[config.mk]
export PLATFORM = sky130hd
export DESIGN_NAME = serdes_cr_bridge
export DESIGN_NICKNAME = d
export VERILOG_FILES = /design/src/rtl/serdes_cr_bridge.sv
export SDC_FILE = /design/constraint.sdc
export NUM_CORES = 1
export LEC_CHECK = 0
export BUFFER_PORTS_ARGS = -buffer_cell sky130_fd_sc_hd__buf_2
export CORE_ASPECT_RATIO = 0.8
export CORE_UTILIZATION = 40
export CTS_CLUSTER_DIAMETER = 80
export DETAILED_ROUTE_END_ITERATION = 10
export PLACE_DENSITY = 0.66
export SYNTH_ARGS = -nofsm -noshare
export SYNTH_HDL_FRONTEND = slang
export SYNTH_SLANG_ARGS = --single-unit
[constraint.sdc]
create_clock -name clk -period 2.1 [get_ports clk]
set_clock_uncertainty 0.2 [all_clocks]
set_input_delay 0.21 -clock clk [delete_from_list [all_inputs] [get_ports clk]]
set_output_delay 0.21 -clock clk [all_outputs]
set_load 0.01 [all_outputs]
[src/rtl/serdes_cr_bridge.sv]
module serdes_cr_bridge #(
  parameter int LANES     = 4,
  parameter int MAX_POLLS = 1024,
  parameter int GAP_W     = 8
) (
  input  logic                     clk,
  input  logic                     rst_n,
  input  logic                     req_valid,
  output logic                     req_ready,
  input  logic                     req_write,
  input  logic [4:0]               req_dev,
  input  logic [$clog2(LANES)-1:0] req_lane,
  input  logic [15:0]              req_addr,
  input  logic [15:0]              req_wdata,
  input  logic [GAP_W-1:0]         cfg_poll_gap,
  output logic                     done,
  output logic [15:0]              rsp_rdata,
  output logic                     rsp_err,
  output logic                     bus_valid,
  output logic                     bus_write,
  output logic [11:0]              bus_addr,
  output logic [15:0]              bus_wdata,
  input  logic [15:0]              bus_rdata
);
  localparam int POLL_W = $clog2(MAX_POLLS);
  localparam logic [POLL_W-1:0] POLL_LAST = POLL_W'(MAX_POLLS - 1);
  localparam logic [15:0] CR_CTL = 16'h80A0;
  localparam logic [15:0] CR_ADR = 16'h80A1;
  localparam logic [15:0] CR_DAT = 16'h80A2;
  localparam logic [11:0] WIN_SEL = 12'h800;
  localparam logic [11:0] OFF_CTL = {1'b0, CR_CTL[8:0], 2'b00};
  localparam logic [11:0] OFF_DAT = {1'b0, CR_DAT[8:0], 2'b00};

  typedef enum logic [2:0] {S_IDLE, S_PAGE, S_ACC, S_RSP, S_GAP} state_t;
  typedef enum logic [2:0] {K_POLL, K_WADR, K_WDAT, K_WCTL, K_RDAT} kind_t;

  state_t             st;
  kind_t              kind;
  logic [2:0]         sidx;
  logic               wr_q;
  logic [4:0]         dev_q;
  logic [15:0]        tgt_q, wd_q, cr_sel, acc_val;
  logic [GAP_W-1:0]   gap_q, gap_cnt;
  logic [POLL_W-1:0]  poll_cnt;
  logic               last_step;

  always_comb begin
    if (wr_q) begin
      case (sidx)
        3'd0:    kind = K_POLL;
        3'd1:    kind = K_WADR;
        3'd2:    kind = K_WDAT;
        default: kind = K_WCTL;
      endcase
    end else begin
      case (sidx)
        3'd0:    kind = K_POLL;
        3'd1:    kind = K_WADR;
        3'd2:    kind = K_WCTL;
        3'd3:    kind = K_POLL;
        default: kind = K_RDAT;
      endcase
    end
  end

  always_comb begin
    case (kind)
      K_WADR:         cr_sel = CR_ADR;
      K_WDAT, K_RDAT: cr_sel = CR_DAT;
      default:        cr_sel = CR_CTL;
    endcase
    case (kind)
      K_WADR:  acc_val = tgt_q;
      K_WDAT:  acc_val = wd_q;
      K_WCTL:  acc_val = {14'd0, wr_q, 1'b1};
      default: acc_val = 16'd0;
    endcase
  end

  assign last_step = wr_q ? (sidx == 3'd3) : (sidx == 3'd4);
  assign req_ready = (st == S_IDLE);
  assign bus_valid = (st == S_PAGE) || (st == S_ACC);
  assign bus_write = (st == S_PAGE) || ((st == S_ACC) && kind != K_POLL && kind != K_RDAT);
  assign bus_addr  = (st == S_PAGE) ? WIN_SEL : {1'b0, cr_sel[8:0], 2'b00};
  assign bus_wdata = (st == S_PAGE) ? {4'd0, dev_q, cr_sel[15:9]} : acc_val;

  always_ff @(posedge clk or negedge rst_n) begin
    if (!rst_n) begin
      st        <= S_IDLE;
      sidx      <= '0;
      wr_q      <= 1'b0;
      dev_q     <= '0;
      tgt_q     <= '0;
      wd_q      <= '0;
      gap_q     <= '0;
      gap_cnt   <= '0;
      poll_cnt  <= '0;
      done      <= 1'b0;
      rsp_err   <= 1'b0;
      rsp_rdata <= '0;
    end else begin
      done    <= 1'b0;
      rsp_err <= 1'b0;
      case (st)
        S_IDLE: if (req_valid) begin
          wr_q     <= req_write;
          dev_q    <= req_dev;
          tgt_q    <= req_addr + (16'(req_lane) << 8);
          wd_q     <= req_wdata;
          gap_q    <= cfg_poll_gap;
          sidx     <= '0;
          poll_cnt <= '0;
          st       <= S_PAGE;
        end
        S_PAGE: st <= S_ACC;
        S_ACC: begin
          if (kind == K_POLL || kind == K_RDAT) begin
            st <= S_RSP;
          end else if (last_step) begin
            st   <= S_IDLE;
            done <= 1'b1;
          end else begin
            sidx <= sidx + 3'd1;
            st   <= S_PAGE;
          end
        end
        S_RSP: begin
          if (kind == K_RDAT) begin
            rsp_rdata <= bus_rdata;
            done      <= 1'b1;
            st        <= S_IDLE;
          end else if (bus_rdata[0]) begin
            if (poll_cnt == POLL_LAST) begin
              done    <= 1'b1;
              rsp_err <= 1'b1;
              st      <= S_IDLE;
            end else begin
              poll_cnt <= poll_cnt + 1'b1;
              gap_cnt  <= gap_q;
              st       <= S_GAP;
            end
          end else begin
            poll_cnt <= '0;
            sidx     <= sidx + 3'd1;
            st       <= S_PAGE;
          end
        end
        S_GAP: begin
          if (gap_cnt == '0) st <= S_PAGE;
          else gap_cnt <= gap_cnt - 1'b1;
        end
        default: st <= S_IDLE;
      endcase
    end
  end

  AST_PAGE_FIRST: assert property (@(posedge clk) disable iff (!rst_n)
    (bus_valid && bus_addr != WIN_SEL) |-> $past(bus_valid && bus_write && bus_addr == WIN_SEL));
  AST_WRITE_ENDS_CTL: assert property (@(posedge clk) disable iff (!rst_n)
    (done && !rsp_err && wr_q) |-> $past(bus_valid && bus_write && bus_addr == OFF_CTL && bus_wdata == 16'h0003));
  AST_TIMEOUT_AFTER_POLL: assert property (@(posedge clk) disable iff (!rst_n)
    rsp_err |-> $past(bus_valid && !bus_write && bus_addr == OFF_CTL, 2));
  AST_ONE_OUTSTANDING: assert property (@(posedge clk) disable iff (!rst_n)
    (req_valid && req_ready) |=> !req_ready);
  AST_DONE_PULSE: assert property (@(posedge clk) disable iff (!rst_n)
    done |=> !done);
  AST_READ_RESULT: assert property (@(posedge clk) disable iff (!rst_n)
    (done && !rsp_err && !wr_q) |-> ($past(bus_valid && !bus_write && bus_addr == OFF_DAT, 2) && rsp_rdata == $past(bus_rdata)));
endmodule

==> results of run 1 <==
==> synth_stat cells (2+ instances only) <==
| master | count |
|---|---|
| nor3_1 | 7 |
| buf_2 | 11 |
| and2_1 | 3 |
| a2bb2oi_1 | 2 |
| nand3_1 | 7 |
| ha_1 | 10 |
| nand2_1 | 143 |
| buf_4 | 8 |
| o21ai_0 | 33 |
| clkbuf_1 | 12 |
| and3_1 | 7 |
| mux2_1 | 2 |
| o31ai_1 | 2 |
| nor2_1 | 44 |
| a22oi_1 | 8 |
| o22ai_1 | 4 |
| nand4_1 | 2 |
| and2_0 | 2 |
| a41oi_1 | 2 |
| inv_1 | 13 |
| xor2_1 | 3 |
| xnor2_1 | 3 |
| nand3b_1 | 3 |
| dfrtp_1 | 88 |
| nor2b_1 | 2 |
| a21oi_1 | 13 |
| or2_2 | 2 |
| mux2_2 | 16 |
| a221oi_1 | 6 |
| buf_1 | 2 |
| o22a_1 | 2 |
| o221a_2 | 2 |
| nand2b_1 | 2 |
| a31oi_1 | 5 |
==> critical path, delay by kind of cell (launching register included) <==
kind | cells | cell delay [ns]
and+or+nand+nor | 3 | 0.46
buffers and inverters | 3 | 0.40
AOI/OAI and AO/OA | 1 | 0.18
adders and majority gates | 1 | 0.23
DFF | 1 | 0.44
==> metal layers <==
layer  routed length, microns  global-route usage (%)
met4                      193                    7.29
met1                     5450                    27.9
met3                      529                    5.21
met2                     5990                    37.7
met5                        0                       0
==> state kept, by name, indices dropped and copies added (netlist names) <==
name       cells
rsp_rdata     16
tgt_q         16
wd_q          16
poll_cnt      10
gap_cnt        8
gap_q          8
dev_q          5
sidx           3
st             3
done           1
rsp_err        1
wr_q           1
==> worst max path at each step <==
stage / endpoint / from / cells past startpoint
2_1_floorplan: sidx[0]$_DFFE_PN0P_ / sidx[0]$_DFFE_PN0P_ / 7
5_1_grt: bus_write / sidx[0]$_DFFE_PN0P_ / 8
3_5_place_dp: sidx[2]$_DFFE_PN0P_ / sidx[0]$_DFFE_PN0P_ / 7
3_3_place_gp: sidx[0]$_DFFE_PN0P_ / sidx[0]$_DFFE_PN0P_ / 7
4_1_cts: bus_write / sidx[0]$_DFFE_PN0P_ / 8
6_report: bus_write / sidx[0]$_DFFE_PN0P_ / 8
==> cells by family after synthesis <==
kind of cell | Yosys count | synth area share (%)
simple gates | 233 | 22.5
compound gates | 90 | 13.5
flops | 88 | 49.7
buf+inv | 47 | 4.97
mux | 19 | 4.80
fa+ha+maj | 11 | 3.28
xor+xnor | 6 | 1.19
other cells | 1 | 0.0846
==> timing repair <==
action,4_1_cts,5_1_grt
cloned,2,1
setup endpoints to repair,30,57
hold endpoints to repair,136,0
buffers inserted,5,2
gates resized for setup,30,26
hold buffers,61,0
pin swaps,6,4
==> stage by stage <==
step | worst slack [ns] | power [W]
6_report | -0.377 | 0.00888
3_3_place_gp | -0.0552 | 0.00645
4_1_cts | -0.327 | 0.00867
5_1_grt | -0.462 | 0.00953
2_1_floorplan | -0.0155 | 0.00510
3_5_place_dp | -0.100 | 0.00657
==> layout make-up <==
| class | count | area, sq um | area share (%) |
|---|---|---|---|
| Inverter | 14 | 56.3 | 0.856 |
| Tap cell | 140 | 175 | 2.66 |
| Clock buffer | 10 | 239 | 3.64 |
| Sequential cell | 88 | 2200 | 33.5 |
| Multi-Input combinational cell | 366 | 2200 | 33.5 |
| Clock inverter | 6 | 91.3 | 1.39 |
| Timing Repair Buffer | 217 | 1610 | 24.5 |
==> power groups by stage <==
stage,clock network [W],logic (W),registers (W)
2_1_floorplan,0,0.00225,0.00285
3_3_place_gp,0,0.00356,0.00290
3_5_place_dp,0,0.00364,0.00292
4_1_cts,0.00179,0.00396,0.00293
5_1_grt,0.00186,0.00462,0.00304
6_report,0.00175,0.00418,0.00295
==> cell usage in the layout, fill, tap and decap left out, types with 4 or more instances in the layout <==
master | netlist | layout
a21oi_1 | 13 | 12
a221oi_2 | 0 | 4
a22oi_1 | 8 | 8
a31oi_1 | 5 | 5
and3_1 | 7 | 6
buf_12 | 0 | 5
buf_2 | 11 | 106
buf_4 | 8 | 37
buf_6 | 0 | 8
clkbuf_16 | 0 | 9
conb_1 | 1 | 7
dfrtp_1 | 88 | 87
dlygate4sd3_1 | 0 | 61
ha_1 | 10 | 5
inv_1 | 13 | 9
mux2_2 | 16 | 16
nand2_1 | 143 | 143
nand3_1 | 7 | 7
nor2_1 | 44 | 41
nor3_1 | 7 | 6
o21ai_0 | 33 | 16
o21ai_1 | 0 | 14
o22ai_1 | 4 | 4
==> flow_summary_export.csv, run 1 <==
group,metric,value,unit
sta,fin_tns_setup,-7.17,ns
sta,min_period,2.48,ns
placed_design,detailed_place_hpwl,7.75,mm
routing,viasPerCell,5.01,
floorplan,start_util,42.1,%
global_routing,grt_pass1_vias,4193,
sta,slew_headroom,65.8,%
synth,seq_area_frac_synth,49.7,%
synth,synth.area.top_cells,"dfrtp_1, nand2_1, mux2_2, nor2_1, o21ai_0",
sta,finalCritPeriodShare,118,%
synth,syn_area,4430,sq um
power,p_leak,3.22,nW
placed_design,port_buffers,108,
synth,yosysTopAreaCellShare,49.7,%
power,p_sw_share,38.4,%
floorplan,dieArea,11500,sq um
placed_design,place_area,5400,sq um
outcome,violations,"setup timing",
critical_path,r2r_slack,-0.16,ns
routing,first_iter_violations,231,
synth,syn_inst,495,
sta,setup_slack,-0.377,ns
sta,slew_viol_final,0,
synth,syn_area_per_cell,8.95,sq um
sta,hold_viol,0,
critical_path,cp.arrival,2.07,ns
global_routing,grt_max_degree,63,
global_routing,track_usage,22.1,%
critical_path,critical_path_peak_fanout,4,
global_routing,grt_remaining_overflow,0,
finish,nets,774,
synth,synth_enable_flop_cells,0,
critical_path,r2r_end,"gap_cnt[2]$_DFFE_PN0P_",
routing,first_pass_iters,5,
power,power_density,1350,nW/um^2
finish,layout-drive-gt1-share,32.4,%
critical_path,crit_chain,"inv_2, ha_2, nand2b_1, a2bb2oi_2, buf_4, nor3_1, or2_2, buf_2",
clock_tree,cts_tree,"built",
sta,tightest_slew,0.514,ns
clock_tree,htreeDepth,3,
clock_tree,clock_path_buffers,2,
finish,stdcell_area,6570,sq um
synth,ys.flop_type,"dfrtp_1",
critical_path,cp_slowest_stage_delay,0.44,ns
finish,final_core_util,62.4,%
min_path,hold_start,"req_addr[10]",
clock_tree,clockRootBuffer,"clkbuf_16",
power,max-vdd-ir-drop,0.614,mV
finish,diodes,0,
global_routing,antenna_found_initial,0,
clock_tree,clock_latency,0.34,ns
min_path,hold_class,"in2reg",
synth,synthArstFlopShare,100,%
power,clockPowerShare,19.7,%
critical_path,crit_type,"reg2out",
min_path,min_to,"tgt_q[10]$_DFFE_PN0P_",
placed_design,numPlacedInstances,754,
power,comb_power_share,47.1,%
clock_tree,cts_num_sinks,88,
power,cellInternalPower,0.00547,W
synth,yosysWarnings,0,
critical_path,critPathSlowestCell,"dfrtp_2",
routing,drt_wl_total,12.2,mm
floorplan,pin_count,116,
power,p_sw,0.00341,W
placed_design,gp_congestion,0.900,
floorplan,die_h,96.1,microns
finish,areaGrowthSynthToFinish,48.3,%
floorplan,chipWidth,120,microns
clock_tree,numCtsBuffers,9,
run,cap_violations,0,
global_routing,grt_pass1_wl,19.9,mm
synth,ys_ff_latch,88,
critical_path,r2r_start,"sidx[0]$_DFFE_PN0P_",
critical_path,endpoint_kind,"output port",
sta,whs,0.0367,ns
outcome,status,"complete, but fails checks",
synth,yosys.area.top_type,"dfrtp_1",
routing,drc,0,
synth,ys_types,58,
min_path,hold_depth,3,
floorplan,core_area,10500,sq um
critical_path,reg2reg_depth,10,
finish,fillCellCount,908,
floorplan,fp-row-count,33,
routing,vias,4212,
sta,max_freq,404,MHz
clock_tree,cts.clk_slew.worst_paths,0.06,ns
routing,drtAntennaViolNets,0,
power,p_seq_share,33.2,%
sta,setup_violations,51,
routing,wl_per_cell,14.5,microns
sta,grt_setup_unrepaired,"true",
finish,final_cells,841,
critical_path,cp-start-kind,"flip-flop",
critical_path,cp.required,1.69,ns
No activity file was read; power rests on OpenSTA's default activity.
==> run 2, diff against run 1 <==
==> constraint.sdc (replaced) <==
create_clock -name clk -period 2.1 [get_ports clk]
set_clock_uncertainty 0.2 [all_clocks]
set_input_delay 0 -clock clk [delete_from_list [all_inputs] [get_ports clk]]
set_output_delay 0 -clock clk [all_outputs]
set_load 0.01 [all_outputs]
==> run 2 against run 1 <==
  * The run still ends with setup timing left
  * Worst hold slack better by 0.025 ns
  * Sequential share of layout area is 0.91 points lower
  * Wire length up 2.5%
  * Critical endpoint is now bus_wdata[1]
  * Flip-flop and latch count is the same
  * Worst setup slack improved by 0.23 ns
  * Critical path depth unchanged
  * Die area stayed put
  * Global-route usage up 0.60 points
  * Largest cell class is now multi-input combinational cells
  * Combinational power is 7.4% higher
  * Register-to-register slack improved by 0.05 ns
==> flow_summary_export.csv, run 2 (same netlist as run 1, synthesis figures left out) <==
group,metric,value,unit
placed_design,port_buffers,108,
clock_tree,cts_num_sinks,88,
finish,final_cell_mix,"nand2_1, buf_2, dfrtp_1",
min_path,hold_class,"in2reg",
routing,first_iter_violations,201,
critical_path,cp.arrival,2.05,ns
power,power_density,1330,nW/um^2
global_routing,antenna_found_initial,0,
clock_tree,htreeDepth,3,
clock_tree,clockRootBuffer,"clkbuf_16",
routing,drt_wl_total,12.5,mm
critical_path,endpoint_kind,"output port",
global_routing,grt_remaining_overflow,0,
global_routing,grt_pass1_wl,20.2,mm
placed_design,gp_congestion,0.888,
global_routing,grt_max_degree,61,
global_routing,grt_pass1_vias,4285,
routing,viasPerCell,5.03,
floorplan,core_area,10500,sq um
placed_design,numPlacedInstances,754,
clock_tree,numCtsBuffers,9,
power,finalPower,0.00898,W
critical_path,cp-start-kind,"flip-flop",
placed_design,detailed_place_hpwl,7.81,mm
finish,final_core_util,64.2,%
routing,wl_per_cell,14.6,microns
sta,whs,0.0615,ns
floorplan,start_util,42.1,%
critical_path,r2r_slack,-0.11,ns
critical_path,crit_type,"reg2out",
routing,drtAntennaViolNets,0,
critical_path,cp.required,1.90,ns
floorplan,pin_count,116,
sta,finalCritPeriodShare,107,%
sta,fin_tns_setup,-2.82,ns
power,p_leak,3.38,nW
sta,max_freq,445,MHz
floorplan,dieArea,11500,sq um
sta,slew_headroom,66.4,%
finish,multiInputGateArea,2320,sq um
finish,reg_top3,"rsp_rdata x16, tgt_q x16, wd_q x16",
sta,min_period,2.25,ns
finish,seqCellArea,2210,sq um
finish,diodes,0,
sta,hold_viol,0,
critical_path,endpoint,"bus_wdata[1]",
clock_tree,cts_tree,"built",
outcome,status,"complete, but fails checks",
finish,nets,788,
sta,setup_violations,41,
routing,first_pass_iters,4,
global_routing,track_usage,22.7,%
sta,grt_setup_unrepaired,"true",
finish,fillCellCount,870,
sta,slew_viol_final,0,
sta,setup_slack,-0.145,ns
floorplan,chipWidth,120,microns
critical_path,critPathLaunch,"sidx[0]$_DFFE_PN0P_",
routing,vias,4303,
critical_path,r2r_end,"sidx[2]$_DFFE_PN0P_",
finish,final_cells,855,
floorplan,fp-row-count,33,
run,cap_violations,0,
critical_path,r2r_start,"sidx[0]$_DFFE_PN0P_",
floorplan,die_h,96.1,microns
routing,drc,0,
critical_path,reg2reg_depth,8,
sta,tightest_slew,0.505,ns
finish,layout-drive-gt1-share,33.3,%
clock_tree,cts.clk_slew.worst_paths,0.06,ns
clock_tree,clock_path_buffers,2,
critical_path,critical_path_peak_fanout,5,
clock_tree,clock_latency,0.34,ns
outcome,violations,"setup timing",
finish,areaGrowthSynthToFinish,52.6,%
finish,final_common_cell,"nand2_1",
power,max-vdd-ir-drop,0.561,mV
-- run 2: where the power goes --
part	internal [W]	total (W)	switching (W)	leakage, nW
sequential	0.00242	0.00295	0.000531	1.10
combinational	0.00217	0.00449	0.00232	2.14
clock	0.000893	0.00153	0.000636	0.145
-- run 2: layout make-up --
cell class	instances	share of cell area [%]
clock buffers	13	4.00
repair buffers	230	25.5
well taps	140	2.59
multi-input cells	367	34.3
clock inverters	3	0.222
flip-flops and latches	88	32.6
inverters	14	0.814
-- run 2: worst max-delay path, cell delays in order (launching register included) --
cell and delay, ns:
dfrtp_2 0.45, inv_4 0.10, ha_4 0.17, inv_2 0.07, and3_1 0.21, buf_4 0.16
a222oi_1 0.27, nor2_1 0.11, buf_2 0.15
-- run 2: metrics by stage --
stage | worst slack (ns) | area (sq um)
after global placement | -0.0973 | 5360
after global routing | -0.240 | 6760
after detailed placement | -0.154 | 5360
final | -0.145 | 6760
after CTS | -0.149 | 6570
after floorplan | -0.0173 | 4520
-- run 2: worst min-delay path by stage --
stage / from / endpoint / slack, ns / cells past startpoint
after detailed placement: rst_n / rsp_rdata[15]$_DFFE_PN0P_ / -0.25 / 1
final: req_valid / st[0]$_DFFE_PN0P_ / 0.06 / 5
after CTS: req_valid / st[0]$_DFFE_PN0P_ / 0.08 / 5
after global routing: req_valid / st[0]$_DFFE_PN0P_ / 0.1 / 5
after global placement: rst_n / rsp_rdata[7]$_DFFE_PN0P_ / -0.26 / 1
after floorplan: rst_n / dev_q[0]$_DFFE_PN0P_ / -0.50 / 0
-- run 2: layer usage --
metal	GRT usage [%]	routed length [microns]	share of wire [%]
met1	28.6	5530	44
met2	38.2	6100	49
met3	5.69	544	4.4
met4	8.13	299	2.4
met5	0	0	0
-- run 2: what timing repair did --
action	in CTS	in global routing
gates resized for setup	39	49
hold buffers	69	0
setup buffers	10	4
endpoints found under the setup margin	29	56
pin swaps	17	14
gates cloned	2	1
endpoints found under the hold margin	154	0
==> run 3, diff against run 2 <==
--- a/config.mk
+++ b/config.mk
@@ -7,8 +7,10 @@
 export LEC_CHECK = 0
 export BUFFER_PORTS_ARGS = -buffer_cell sky130_fd_sc_hd__buf_2
 export CORE_ASPECT_RATIO = 0.8
+export CORE_MARGIN = 1
 export CORE_UTILIZATION = 40
-export CTS_CLUSTER_DIAMETER = 80
+export CTS_BUF_LIST = sky130_fd_sc_hd__clkbuf_4 sky130_fd_sc_hd__clkbuf_8
+export CTS_CLUSTER_DIAMETER = 200
 export DETAILED_ROUTE_END_ITERATION = 10
 export PLACE_DENSITY = 0.66
 export SYNTH_ARGS = -nofsm -noshare
==> run 3 against run 2 <==
  * The flow still finishes with violations (setup timing)
  * Flip-flop and latch count unchanged
  * Combinational power up 4.9%
  * Non-clock buffer count increased by 4
  * Critical endpoint is now bus_wdata[8]
  * Largest cell class unchanged
==> flow_summary_export.csv, run 3 (same netlist as run 1, synthesis figures left out) <==
group,metric,value,unit
outcome,status,"complete, but fails checks",
outcome,violations,"setup timing",
clock_tree,clock_latency,0.36,ns
sta,fin_tns_setup,-2.88,ns
finish,nets,792,
min_path,hold_class,"in2reg",
sta,slew_viol_final,0,
power,p_leak,3.36,nW
finish,reg_top3,"rsp_rdata x16, tgt_q x16, wd_q x16",
sta,min_period,2.28,ns
floorplan,dieArea,11500,sq um
power,finalPower,0.00878,W
sta,grt_setup_unrepaired,"true",
global_routing,antenna_found_initial,0,
critical_path,crit_type,"reg2out",
routing,drt_wl_total,12.7,mm
power,clockPowerShare,12.7,%
finish,final_cell_mix,"nand2_1, buf_2, dfrtp_1",
critical_path,cp-start-kind,"flip-flop",
routing,first_pass_iters,4,
clock_tree,cts.clk_slew.worst_paths,0.09,ns
global_routing,track_usage,22.6,%
critical_path,reg2reg_depth,7,
placed_design,detailed_place_hpwl,7.81,mm
finish,final_common_cell,"nand2_1",
min_path,hold_depth,5,
routing,drtAntennaViolNets,0,
sta,slew_headroom,66.0,%
global_routing,grt_remaining_overflow,0,
finish,areaGrowthSynthToFinish,52.9,%
sta,finalCritPeriodShare,109,%
routing,first_iter_violations,197,
placed_design,gp_congestion,0.888,
floorplan,core_area,10500,sq um
critical_path,critical_path_peak_fanout,5,
clock_tree,htreeDepth,3,
finish,diodes,0,
clock_tree,clock_path_buffers,2,
global_routing,grt_pass1_vias,4301,
finish,fillCellCount,836,
power,p_seq_share,33.7,%
power,cellInternalPower,0.00525,W
sta,setup_slack,-0.183,ns
floorplan,fp-row-count,33,
critical_path,r2r_slack,-0.14,ns
power,max-vdd-ir-drop,0.607,mV
critical_path,r2r_end,"sidx[0]$_DFFE_PN0P_",
critical_path,endpoint_kind,"output port",
global_routing,grt_pass1_wl,20.2,mm
power,p_sw,0.00353,W
clock_tree,clockRootBuffer,"clkbuf_8",
run,cap_violations,0,
routing,vias,4326,
global_routing,grt_max_degree,61,
floorplan,start_util,42.1,%
power,comb_power_share,53.7,%
routing,wl_per_cell,14.8,microns
sta,setup_violations,41,
floorplan,die_h,96.1,microns
floorplan,pin_count,116,
sta,hold_viol,0,
routing,drc,0,
floorplan,chipWidth,120,microns
placed_design,port_buffers,108,
critical_path,cp.arrival,2.08,ns
clock_tree,numCtsBuffers,9,
power,p_sw_share,40.2,%
min_path,min_to,"st[0]$_DFFE_PN0P_",
critical_path,cp.required,1.90,ns
clock_tree,cts_num_sinks,88,
clock_tree,cts_tree,"built",
sta,tightest_slew,0.509,ns
power,power_density,1300,nW/um^2
min_path,hold_start,"req_valid",
routing,viasPerCell,5.04,
finish,layout-drive-gt1-share,34.2,%
sta,max_freq,438,MHz
critical_path,r2r_start,"sidx[0]$_DFFE_PN0P_",
-- run 3: changes by cell type in the layout (fill, tap and decap cells not counted), sizes merged --
cell	previous run	this run
buf	162	164
clkbuf	13	14
dlygate4sd3	68	69
-- run 3: power by group through the flow --
stage / Combinational, W / Sequential [W] / Clock, W
2_1_floorplan: 0.00226 / 0.00285 / 0
3_3_place_gp: 0.00352 / 0.00288 / 0
3_5_place_dp: 0.00361 / 0.00291 / 0
4_1_cts: 0.00414 / 0.00290 / 0.00116
5_1_grt: 0.00515 / 0.00305 / 0.00123
6_report: 0.00471 / 0.00295 / 0.00111
-- run 3: what timing repair did --
item / 4_1_cts / 5_1_grt
endpoints found under the hold margin: 154 / 0
buffers inserted: 13 / 4
endpoints found under the setup margin: 29 / 56
gates cloned: 1 / 3
pin swaps: 10 / 27
resized for setup: 35 / 69
hold buffers: 70 / 0
-- run 3: worst max-delay path by stage --
stage          slack (ns)                 from             endpoint  depth (start not counted)
5_1_grt             -0.29  sidx[0]$_DFFE_PN0P_        bus_wdata[12]                          9
3_5_place_dp        -0.15  sidx[0]$_DFFE_PN0P_  sidx[0]$_DFFE_PN0P_                          7
2_1_floorplan       -0.02  sidx[0]$_DFFE_PN0P_  sidx[0]$_DFFE_PN0P_                          7
4_1_cts             -0.17  sidx[0]$_DFFE_PN0P_         bus_wdata[8]                          8
6_report            -0.18  sidx[0]$_DFFE_PN0P_         bus_wdata[8]                          8
3_3_place_gp         -0.1  sidx[0]$_DFFE_PN0P_  sidx[2]$_DFFE_PN0P_                          7
-- run 3: per-layer routing --
layer / track usage [%] / vias up / wire length (microns)
met5: 0 / - / 0
met4: 8.75 / 0 / 249
met3: 4.80 / 20 / 478
met2: 38.8 / 125 / 6350
met1: 28.1 / 2076 / 5650
li1: - / 2105 / -
-- run 3: critical path, cell delays in order (launching register included) --
cell,delay [ns]
dfrtp_2,0.46
ha_4,0.19
buf_6,0.12
nor4b_4,0.27
buf_4,0.19
buf_4,0.15
a221oi_1,0.09
nor2_1,0.10
buf_2,0.15
-- run 3: layout make-up --
| type | instances | area [sq um] | area share (%) |
|---|---|---|---|
| Multi-Input combinational cell | 367 | 2360 | 34.8 |
| Sequential cell | 88 | 2200 | 32.5 |
| Timing Repair Buffer | 234 | 1790 | 26.5 |
| Tap cell | 140 | 175 | 2.59 |
| Clock buffer | 13 | 173 | 2.55 |
| Inverter | 14 | 57.6 | 0.849 |
| Clock inverter | 3 | 15.0 | 0.222 |
-- run 3: metrics by stage --
| step | std cells | util (%) | setup WS [ns] | hold slack, ns | cell area (sq um) |
|---|---|---|---|---|---|
| global placement | 754 | 50.9 | -0.0973 | -0.258 | 5360 |
| finish | 859 | 64.3 | -0.183 | 0.0590 | 6780 |
| CTS | 853 | 61.7 | -0.173 | 0.0453 | 6490 |
| global route | 859 | 64.3 | -0.287 | 0.0820 | 6780 |
| floorplan | 501 | - | -0.0173 | -0.496 | 4520 |
| detailed placement | 754 | 50.9 | -0.154 | -0.252 | 5360 |
